$ cat config.mk
export PLATFORM = sky130hd
export DESIGN_NAME = sdram_colgen
export DESIGN_NICKNAME = d
export VERILOG_FILES = /design/src/rtl/sdram_colgen_pkg.sv /design/src/rtl/colgen_len_decode.sv /design/src/rtl/colgen_next_col.sv /design/src/rtl/colgen_ctrl.sv /design/src/rtl/sdram_colgen.sv
export SDC_FILE = /design/constraint.sdc
export NUM_CORES = 1
export LEC_CHECK = 0
export BUFFER_PORTS_ARGS = -buffer_cell sky130_fd_sc_hd__buf_2
export CAP_MARGIN = 30
export CORE_MARGIN = 5
export CORE_UTILIZATION = 48
export CTS_CLUSTER_DIAMETER = 150
export CTS_CLUSTER_SIZE = 40
export DETAILED_ROUTE_END_ITERATION = 8
export GPL_TIMING_DRIVEN = 0
export HOLD_SLACK_MARGIN = 0.12
export PLACE_DENSITY = 0.71
export SLEW_MARGIN = 0
export SYNTH_ARGS = -nofsm -noshare
export SYNTH_HDL_FRONTEND = slang
export SYNTH_SLANG_ARGS = --single-unit
$ cat constraint.sdc
create_clock -name clk -period 4.87 [get_ports clk]
set_clock_uncertainty 0.15 [all_clocks]
set_input_delay 0.487 -clock clk [delete_from_list [all_inputs] [get_ports clk]]
set_output_delay 0.487 -clock clk [all_outputs]
set_load 0.03 [all_outputs]
$ cat src/rtl/sdram_colgen_pkg.sv
package sdram_colgen_pkg;
  localparam int MAX_BL     = 8;
  localparam int MAX_BL_LOG = $clog2(MAX_BL);

  typedef logic [MAX_BL_LOG-1:0] beat_t;
  typedef logic [1:0]            len_log_t;

  typedef enum logic [2:0] {
    BLC_1    = 3'd0,
    BLC_2    = 3'd1,
    BLC_4    = 3'd2,
    BLC_8    = 3'd3,
    BLC_PAGE = 3'd7
  } bl_code_e;

  typedef struct packed {
    len_log_t len_log;
    logic     full;
  } burst_shape_t;

  function automatic beat_t last_beat(input len_log_t ll);
    logic [MAX_BL_LOG:0] one_hot;
    one_hot = (MAX_BL_LOG+1)'(1) << ll;
    return beat_t'(one_hot - 1'b1);
  endfunction
endpackage

$ cat src/rtl/colgen_len_decode.sv
module colgen_len_decode
  import sdram_colgen_pkg::*;
(
  input  logic [2:0]   code_i,
  input  logic         wr_i,
  input  logic         single_wr_en_i,
  output burst_shape_t shape_o
);
  burst_shape_t raw;

  always_comb begin
    raw = '{len_log: 2'd0, full: 1'b0};
    unique case (code_i)
      BLC_1:    raw.len_log = 2'd0;
      BLC_2:    raw.len_log = 2'd1;
      BLC_4:    raw.len_log = 2'd2;
      BLC_8:    raw.len_log = 2'd3;
      BLC_PAGE: raw.full    = 1'b1;
      default:  raw.len_log = 2'd0;
    endcase
  end

  always_comb begin
    shape_o = raw;
    if (single_wr_en_i && wr_i) begin
      shape_o.len_log = 2'd0;
      shape_o.full    = 1'b0;
    end
  end
endmodule

$ cat src/rtl/colgen_next_col.sv
module colgen_next_col
  import sdram_colgen_pkg::*;
#(
  parameter int COL_W     = 9,
  parameter int PAGE_COLS = 512
) (
  input  logic [COL_W-1:0] base_i,
  input  logic [COL_W-1:0] cur_i,
  input  beat_t            beat_nxt_i,
  input  burst_shape_t     shape_i,
  input  logic             ilv_i,
  output logic [COL_W-1:0] nxt_o
);
  localparam int LB = MAX_BL_LOG;
  localparam logic [COL_W-1:0] PAGE_END = COL_W'(PAGE_COLS - 1);

  beat_t            base_lo, seq_lo, ilv_lo, pick_lo, new_lo;
  logic [LB-1:0]    mask;
  logic [COL_W-1:0] fixed_col, page_col;

  assign base_lo = base_i[LB-1:0];
  assign seq_lo  = base_lo + beat_nxt_i;
  assign ilv_lo  = base_lo ^ beat_nxt_i;
  assign pick_lo = ilv_i ? ilv_lo : seq_lo;

  for (genvar b = 0; b < LB; b++) begin : g_lo
    assign mask[b]   = (int'(shape_i.len_log) > b);
    assign new_lo[b] = mask[b] ? pick_lo[b] : base_lo[b];
  end

  assign fixed_col = {base_i[COL_W-1:LB], new_lo};
  assign page_col  = (cur_i == PAGE_END) ? '0 : cur_i + 1'b1;
  assign nxt_o     = shape_i.full ? page_col : fixed_col;
endmodule

$ cat src/rtl/colgen_ctrl.sv
module colgen_ctrl
  import sdram_colgen_pkg::*;
#(
  parameter int COL_W = 9
) (
  input  logic             clk,
  input  logic             rst_n,
  input  logic             start_i,
  input  logic [COL_W-1:0] start_col_i,
  input  burst_shape_t     shape_in_i,
  input  logic             ilv_in_i,
  input  logic             end_i,
  input  logic             ready_i,
  input  logic [COL_W-1:0] nxt_col_i,
  output logic [COL_W-1:0] base_o,
  output logic [COL_W-1:0] cur_o,
  output beat_t            beat_nxt_o,
  output burst_shape_t     shape_o,
  output logic             ilv_o,
  output logic             valid_o,
  output logic             last_o
);
  logic  active_q;
  beat_t beat_q;
  logic  at_end;

  assign at_end     = !shape_o.full && (beat_q == last_beat(shape_o.len_log));
  assign beat_nxt_o = beat_q + 1'b1;
  assign valid_o    = active_q;
  assign last_o     = active_q && at_end;

  always_ff @(posedge clk) begin
    if (!rst_n) begin
      active_q <= 1'b0;
      beat_q   <= '0;
      base_o   <= '0;
      cur_o    <= '0;
      shape_o  <= '0;
      ilv_o    <= 1'b0;
    end else if (start_i) begin
      active_q <= 1'b1;
      beat_q   <= '0;
      base_o   <= start_col_i;
      cur_o    <= start_col_i;
      shape_o  <= shape_in_i;
      ilv_o    <= ilv_in_i;
    end else if (active_q) begin
      if (end_i) begin
        active_q <= 1'b0;
      end else if (ready_i) begin
        if (at_end) begin
          active_q <= 1'b0;
        end else begin
          beat_q <= beat_nxt_o;
          cur_o  <= nxt_col_i;
        end
      end
    end
  end
endmodule

$ cat src/rtl/sdram_colgen.sv
module sdram_colgen
  import sdram_colgen_pkg::*;
#(
  parameter int COL_W     = 9,
  parameter int PAGE_COLS = 512
) (
  input  logic             clk,
  input  logic             rst_n,
  input  logic             start_i,
  input  logic [COL_W-1:0] start_col_i,
  input  logic [2:0]       bl_code_i,
  input  logic             ilv_mode_i,
  input  logic             wr_i,
  input  logic             single_wr_en_i,
  input  logic             bst_i,
  input  logic             pre_i,
  input  logic             ready_i,
  output logic [COL_W-1:0] col_o,
  output logic             valid_o,
  output logic             last_o
);
  burst_shape_t     shape_in, shape_q;
  logic [COL_W-1:0] base_q, cur_q, nxt_col;
  beat_t            beat_nxt;
  logic             ilv_q;

  colgen_len_decode u_dec (
    .code_i         (bl_code_i),
    .wr_i           (wr_i),
    .single_wr_en_i (single_wr_en_i),
    .shape_o        (shape_in)
  );

  colgen_next_col #(.COL_W(COL_W), .PAGE_COLS(PAGE_COLS)) u_nxt (
    .base_i     (base_q),
    .cur_i      (cur_q),
    .beat_nxt_i (beat_nxt),
    .shape_i    (shape_q),
    .ilv_i      (ilv_q),
    .nxt_o      (nxt_col)
  );

  colgen_ctrl #(.COL_W(COL_W)) u_ctrl (
    .clk         (clk),
    .rst_n       (rst_n),
    .start_i     (start_i),
    .start_col_i (start_col_i),
    .shape_in_i  (shape_in),
    .ilv_in_i    (ilv_mode_i),
    .end_i       (bst_i | pre_i),
    .ready_i     (ready_i),
    .nxt_col_i   (nxt_col),
    .base_o      (base_q),
    .cur_o       (cur_q),
    .beat_nxt_o  (beat_nxt),
    .shape_o     (shape_q),
    .ilv_o       (ilv_q),
    .valid_o     (valid_o),
    .last_o      (last_o)
  );

  assign col_o = cur_q;
endmodule

* Word level (Yosys, flattened, before mapping)
Index checks and enable logic that the tools add are counted.
** Storage, ports and cells
- Flip-flop bits (word level) :: 26
- Input bits :: 21
- Output and inout port bits :: 11
- Word-level logic and storage cells :: 56
** Operators by class
- $add $sub $neg :: 4
- $lt $le $gt $ge :: 3
- Eq/ne operators :: 8
- Shift operators :: 1
- Mux-type cells :: 19
- Bitwise logic cells :: 5
- Reduce and logical (&&, ||, !) cells :: 9
** Operator list (count)
- two-way mux 9 bit :: 7
- adder 9 x 1 -> 9 bit, second input constant :: 1
- == test 9 bit, second input constant :: 1
- two-way mux 1 bit :: 9
- AND reduction 4 bit :: 2
- == test 3 x 2 -> 1 bit, second input constant :: 2
- two-way mux 3 bit :: 2
- one-hot mux 2 bit (3 select lines) :: 1
- > comparator 2 x 1 -> 1 bit, second input constant :: 2
- inequality test 2 bit, second input constant :: 2
- nonzero test 2 bit :: 2
- adder 3 x 1 -> 3 bit, second input constant :: 1
- adder 3 bit :: 1
- == test 3 x 1 -> 1 bit, second input constant :: 1
- == test 3 bit :: 1
- == test 3 bit, second input constant :: 1
- logical AND 1 bit :: 3
- inverter 1 bit :: 3
- << shifter 1 x 2 -> 3 bit, first input constant :: 1
- subtractor 3 x 1 -> 3 bit, second input constant :: 1
- bitwise XOR 3 bit :: 1
- > comparator 2 bit, second input constant :: 1
- OR reduction 2 bit :: 1
- zero test 1 bit :: 1
- OR 1 bit :: 1

* Logic depth before layout (Yosys ltp)
- Depth in word-level cells :: 10
- Depth in mapped cells :: 9
- Gate-level depth less buffers :: 9

* By module
Synthesis repeated with hierarchy kept, for this count alone.
** Unflattened totals
- Cell total of the unflattened synthesis :: 209
- Area, all modules :: 1642.8 µm²
** By module, submodules not included
- colgen_ctrl :: instances 1, cells an instance 148, area each 1236.2 µm², sequential area each 520.5 µm²
- colgen_next_col :: instances 1, cells an instance 55, area each 369.1 µm², sequential area each 0.0 µm²
- colgen_len_decode :: instances 1, cells an instance 5, area each 31.3 µm², sequential area each 0.0 µm²
- sdram_colgen :: instances 1, cells an instance 1, area each 6.3 µm², sequential area each 0.0 µm²

* Worst setup path after synthesis
Ideal clock, no wire load.
- Path kind :: reg2reg
- Start :: register u_ctrl.cur_o[0]
- End :: register u_ctrl.cur_o[3]
- Library setup time :: 95 ps
- Arrival :: 1936 ps
- Required time :: 4625 ps
- Setup slack :: 2689 ps
- Cell stages (with the launch flop) :: 10
- Clock period less this slack :: 2181 ps
- Cells stage by stage :: dfxtp_1 ha_1 and3_1 and3_1 ha_1 nor2b_1 a21oi_1 nor2_1 o21ai_0 a221oi_1
** Between the ends
- Longest elaborated chain between the ends :: 8
- Elaborated cells on any way between the ends :: 9
- Those cells by class :: add/sub (1); eq/ne (1); mux (7)
** RTL lines
- from (decl) :: RTL line colgen_ctrl.sv:16 : output logic [COL_W-1:0] cur_o,
- from (signal assigned) :: RTL line colgen_ctrl.sv:44 : cur_o <= start_col_i;
- from (signal assigned) :: RTL line colgen_ctrl.sv:55 : cur_o <= nxt_col_i;
- adder 9 x 1 -> 9 bit or == test 9 bit (tied branches) :: RTL line colgen_next_col.sv:32 : assign page_col = (cur_i == PAGE_END) ? '0 : cur_i + 1'b1;
- two-way mux 9 bit * :: RTL line colgen_next_col.sv:32
- two-way mux 9 bit * :: RTL line colgen_next_col.sv:33 : assign nxt_o = shape_i.full ? page_col : fixed_col;
- two-way mux 9 bit * :: RTL line colgen_ctrl.sv:51 : if (at_end) begin
- two-way mux 9 bit * :: RTL line colgen_ctrl.sv:50 : end else if (ready_i) begin
- two-way mux 9 bit * :: RTL line colgen_ctrl.sv:48 : if (end_i) begin
- two-way mux 9 bit * :: RTL line colgen_ctrl.sv:47 : end else if (active_q) begin
- two-way mux 9 bit * :: RTL line colgen_ctrl.sv:40 : end else if (start_i) begin
Every way passes the cells marked *; elsewhere a longest branch is shown, timed or not. The select of a mux whose other input is x is not followed.
A chain may end at the register's enable or synchronous reset.

* Final worst setup path
- Start :: register u_ctrl.beat_q[0]
- End :: register u_ctrl.cur_o[2]
** Between the ends
- Longest elaborated chain between the ends :: 10
- Elaborated cells on any way between the ends :: 15
- Those cells by class :: add/sub (2); eq/ne (2); mux (8); bitwise (1); reduce/logical (2)
** RTL lines
- from (decl) :: RTL line colgen_ctrl.sv:24 : beat_t beat_q;
- from (signal assigned) :: RTL line colgen_ctrl.sv:54 : beat_q <= beat_nxt_o;
- adder 3 x 1 -> 3 bit :: RTL line colgen_ctrl.sv:28 : assign beat_nxt_o = beat_q + 1'b1;
- named net beat_nxt[1] :: RTL line sdram_colgen.sv:24 : beat_t beat_nxt;
- adder 3 bit :: RTL line colgen_next_col.sv:22 : assign seq_lo = base_lo + beat_nxt_i;
- two-way mux 3 bit :: RTL line colgen_next_col.sv:24 : assign pick_lo = ilv_i ? ilv_lo : seq_lo;
- two-way mux 1 bit :: RTL line colgen_next_col.sv:28 : assign new_lo[b] = mask[b] ? pick_lo[b] : base_lo[b];
- two-way mux 9 bit :: RTL line colgen_next_col.sv:33
- two-way mux 9 bit :: RTL line colgen_ctrl.sv:51
- two-way mux 9 bit :: RTL line colgen_ctrl.sv:50
- two-way mux 9 bit :: RTL line colgen_ctrl.sv:48
- two-way mux 9 bit :: RTL line colgen_ctrl.sv:47
- two-way mux 9 bit :: RTL line colgen_ctrl.sv:40
The timed path passes the listed nets, and every way through them passes these cells. The select of a mux whose other input is x is not followed.

==> metrics.txt <==
# TYPE chip_impl_metric gauge
chip_impl_info{name="outcome",value="finished clean"} 1
chip_impl_metric{name="die_w",unit="µm"} 65.9
chip_impl_metric{name="seqCellArea",unit="µm²"} 520
chip_impl_metric{name="cp_slowest_stage_delay",unit="ns"} 0.40
chip_impl_metric{name="power.leakage",unit="nW"} 0.745
chip_impl_metric{name="gp_congestion",unit=""} 0.846
chip_impl_metric{name="vias",unit=""} 1455
chip_impl_metric{name="fin_cells",unit=""} 251
chip_impl_metric{name="synth.yosys.seq_area_share",unit="%"} 34.7
chip_impl_metric{name="tritoncts.num_buffers",unit=""} 3
chip_impl_metric{name="number_of_global_route_vias_before_repair",unit=""} 1460
chip_impl_metric{name="insertedDiodeCount",unit=""} 0
chip_impl_info{name="cts_tree",value="done"} 1
chip_impl_metric{name="placed_instances",unit=""} 248
chip_impl_metric{name="synth_enable_flop_cells",unit=""} 0
chip_impl_metric{name="final.period_utilization",unit="%"} 49.6
chip_impl_info{name="beginning_of_the_critical_path",value="u_ctrl.beat_q[0]"} 1
chip_impl_metric{name="dr_drc_count",unit=""} 0
chip_impl_info{name="type_of_destination_of_the_critical_path",value="flop"} 1
chip_impl_metric{name="fin_util",unit="%"} 57.0
chip_impl_metric{name="design_power_total",unit="µW"} 405
chip_impl_metric{name="async_s_r_ff_share_synth",unit="%"} 0
chip_impl_metric{name="route.final.wire_length",unit="mm"} 3.96
chip_impl_info{name="largest_area_contributor_in_the_netlist",value="dfxtp_1"} 1
chip_impl_metric{name="pwr-share-comb",unit="%"} 19.1
chip_impl_metric{name="finish.net_count",unit=""} 236
chip_impl_metric{name="worst_skew_pair.late_latency",unit="ns"} 0.33
chip_impl_metric{name="power.share.sequential",unit="%"} 57.6
chip_impl_info{name="setup.worst_path.class",value="flop to flop"} 1
chip_impl_metric{name="core_area",unit="µm²"} 3030
chip_impl_info{name="worstReg2RegStart",value="u_ctrl.beat_q[0]"} 1
chip_impl_metric{name="ctsHoldBuffers",unit=""} 0
chip_impl_metric{name="vias_per_cell",unit=""} 5.80
chip_impl_metric{name="setup_tns",unit="ns"} 0
chip_impl_info{name="synth_flop_cell",value="dfxtp_1"} 1
chip_impl_info{name="unrepaired_setup_endpoints_after_global_routing",value="false"} 1
chip_impl_metric{name="drv_slew",unit=""} 0
chip_impl_metric{name="worst-endpoint-required",unit="ns"} 4.93
chip_impl_metric{name="switching_share",unit="%"} 30.1
chip_impl_info{name="cpMaxStageDelayCell",value="fa_1"} 1
chip_impl_metric{name="synth.ff_latch_count",unit=""} 26
chip_impl_info{name="min-delay-path-class",value="input port to flop"} 1
chip_impl_metric{name="cts.htree.levels",unit=""} 1
chip_impl_metric{name="worst-endpoint-arrival",unit="ns"} 2.48
chip_impl_metric{name="syn-instance-count",unit=""} 174
chip_impl_metric{name="netSwitchingPower",unit="µW"} 122
chip_impl_metric{name="die_height",unit="µm"} 65.9
chip_impl_metric{name="cts_repair_resize_count",unit=""} 0
chip_impl_metric{name="worst_slew_margin_rel",unit="%"} 63.0
chip_impl_metric{name="clk_pin_slew",unit="ns"} 0.14
chip_impl_metric{name="die-area",unit="µm²"} 4340
chip_impl_metric{name="timing.final.ws_setup",unit="ns"} 2.45
chip_impl_metric{name="clock_sink_count",unit=""} 26
chip_impl_metric{name="drt_pre_antenna_iters",unit=""} 4
chip_impl_info{name="crit_path_start_kind",value="flop"} 1
chip_impl_metric{name="preCtsSetupSlack",unit="ns"} 2.47
chip_impl_metric{name="syn-mean-instance-area",unit="µm²"} 8.61
chip_impl_metric{name="placement_rows",unit=""} 20
chip_impl_metric{name="detailed_place_hpwl",unit="mm"} 2.94
chip_impl_metric{name="maxClockFrequency",unit="MHz"} 414
chip_impl_metric{name="drt_iter0_drc",unit=""} 106
chip_impl_metric{name="final_period_minus_worst_setup_slack",unit="ns"} 2.42
chip_impl_metric{name="io_buffers",unit=""} 30
chip_impl_info{name="clock_tree.root_cell",value="clkbuf_4"} 1
chip_impl_metric{name="grt_antenna_before_repair",unit=""} 0
chip_impl_metric{name="fillers",unit=""} 288
chip_impl_metric{name="cp_max_fo",unit=""} 5
chip_impl_metric{name="synth_top_area_share",unit="%"} 34.7
chip_impl_metric{name="grt_max_degree",unit=""} 14
chip_impl_metric{name="cap_violations",unit=""} 0
chip_impl_metric{name="count_of_boundary_i_o_pins",unit=""} 32
chip_impl_metric{name="reg2reg_slack",unit="ns"} 2.45
chip_impl_metric{name="layout-drive-gt1-share",unit="%"} 21.3
chip_impl_metric{name="wire_length_of_the_first_global_routing_pass",unit="mm"} 6.80
chip_impl_metric{name="netlist_area_pre_place",unit="µm²"} 1500
chip_impl_metric{name="initial_util",unit="%"} 49.5
chip_impl_metric{name="cellPowerDensity",unit="nW/µm²"} 235
chip_impl_metric{name="groute.usage.overall",unit="%"} 20.0
chip_impl_metric{name="worst-slew-pin-transition",unit="ns"} 0.555
chip_impl_metric{name="globalRouteOverflowTotal",unit=""} 0
chip_impl_metric{name="routedWlPerCell",unit="µm"} 15.8
chip_impl_info{name="min_to",value="u_ctrl.ilv_o"} 1
chip_impl_metric{name="ir_drop",unit="mV"} 0.210
chip_impl_metric{name="synthToLayoutAreaGrowth",unit="%"} 15.2
chip_impl_metric{name="ys_types",unit=""} 48
chip_impl_metric{name="multi_input_gate_area_in_the_final_layout",unit="µm²"} 888
chip_impl_metric{name="postCtsSetupRepairBufs",unit=""} 0
chip_impl_metric{name="finalHoldViolCount",unit=""} 0
chip_impl_metric{name="finalSetupViolations",unit=""} 0
chip_impl_info{name="synth_top_cells_by_area",value="dfxtp_1, mux2i_1, nor2_1"} 1
chip_impl_metric{name="ys_warn_count",unit=""} 0
chip_impl_info{name="hold_path.startpoint",value="ilv_mode_i"} 1
chip_impl_info{name="path_cells",value="ha_1, inv_1, fa_1, nand4bb_1, mux2i_1, xor2_1, a221oi_1, a211oi_2"} 1
chip_impl_metric{name="synth.net_count",unit=""} 201
chip_impl_metric{name="clock_power_share",unit="%"} 23.3
chip_impl_info{name="r2r-end",value="u_ctrl.cur_o[2]"} 1
chip_impl_metric{name="r2r.worst_path.cells",unit=""} 8
chip_impl_metric{name="hold_path_depth",unit=""} 3
chip_impl_metric{name="drtAntennaViolNets",unit=""} 0
chip_impl_metric{name="cell_internal_pwr",unit="µW"} 283
chip_impl_metric{name="clockBufferDepth",unit=""} 2
[layer usage]
| metal | vias to the layer above | routed length [µm] | global-route usage, % |
|---|---|---|---|
| met4 | 0 | 84 | 6.48 |
| met5 | - | 0 | 0 |
| met3 | 10 | 326 | 5.78 |
| met1 | 671 | 1750 | 25.4 |
| li1 | 710 | - | - |
| met2 | 64 | 1790 | 32.2 |
[how the worst max path moves through the flow]
stage	end	slack [ns]	cells after the start
4_1_cts	u_ctrl.cur_o[2]	2.45	8
5_1_grt	u_ctrl.cur_o[3]	2.33	9
3_5_place_dp	u_ctrl.cur_o[2]	2.47	8
3_3_place_gp	u_ctrl.cur_o[2]	2.55	8
6_report	u_ctrl.cur_o[2]	2.45	8
2_1_floorplan	u_ctrl.cur_o[3]	2.69	9
[placed cells by master (no fill, tap or decap), types with 3 or more instances in the layout]
cell / n
a21oi_1: 9
a221oi_1: 5
a22oi_1: 3
and3_1: 6
buf_2: 33
clkbuf_1: 5
clkbuf_4: 3
dfxtp_1: 26
ha_1: 5
inv_1: 8
mux2i_1: 12
nand2_1: 8
nand3_1: 10
nand4_1: 5
nor2_1: 19
o21ai_0: 3
o311ai_1: 3
o31ai_1: 3
xnor2_1: 5
[synth_stat cells, types with 2 or more instances]
| master | instances |
|---|---|
| xnor2_1 | 5 |
| clkbuf_1 | 5 |
| nand4_1 | 5 |
| a22oi_1 | 3 |
| o22ai_1 | 2 |
| o21a_1 | 2 |
| nor2_1 | 19 |
| mux2i_1 | 12 |
| nor4_1 | 2 |
| and2_1 | 2 |
| nand3_1 | 10 |
| a21oi_1 | 9 |
| dfxtp_1 | 26 |
| ha_1 | 5 |
| o21ai_0 | 3 |
| a221oi_1 | 5 |
| nor3_1 | 2 |
| nor2b_1 | 2 |
| o311ai_1 | 3 |
| and3_1 | 6 |
| nand2_1 | 8 |
| buf_2 | 3 |
| o31ai_1 | 3 |
| inv_1 | 8 |
[final cells by class]
class | instances | area share (%)
multi-input combinational | 128 | 51.4
tap | 44 | 3.19
timing repair buffer | 30 | 8.70
clock buffer | 3 | 1.30
buffer | 11 | 3.26
inverter | 9 | 1.96
sequential | 26 | 30.1
[cells by family after synthesis]
group           count (synthesis)  share of synthesized area [%]
flops                          26                           34.7
xor+xnor                        6                           3.51
buf+inv                        20                           6.01
compound gates                 40                           19.8
fa+ha+maj                       6                           5.51
mux                            13                           8.76
simple gates                   63                           21.7
[power groups by stage]
stage | Combinational (mW) | Clock [mW] | Sequential [mW]
after floorplan | 0.0423 | 0 | 0.245
after global placement | 0.0745 | 0 | 0.237
after detailed placement | 0.0770 | 0 | 0.238
after CTS | 0.0773 | 0.0958 | 0.233
after global routing | 0.0855 | 0.104 | 0.235
final | 0.0774 | 0.0945 | 0.233
[critical path, delay by kind of cell, from the launching register on]
family          cells  cell delay (ns)
fa+ha+maj           2             0.74
compound gates      2             0.42
xor+xnor            1             0.10
simple gates        1             0.19
flops               1             0.38
buf+inv             1             0.07
mux                 1             0.25
[flip-flops by register name (all words and copies together), names as in the netlist]
| signal | cells |
|---|---|
| u_ctrl.beat_q | 3 |
| u_ctrl.base_o | 9 |
| u_ctrl.cur_o | 9 |
| u_ctrl.ilv_o | 1 |
| u_ctrl.shape_o | 3 |
| u_ctrl.valid_o | 1 |
[per-stage QoR]
stage / hold slack (ns) / area [µm²]
floorplan: 0.307 / 1500
CTS: 0.240 / 1730
global placement: 0.323 / 1700
detailed placement: 0.338 / 1700
finish: 0.241 / 1730
global route: 0.251 / 1730
Power figures use the tool's default switching activity.
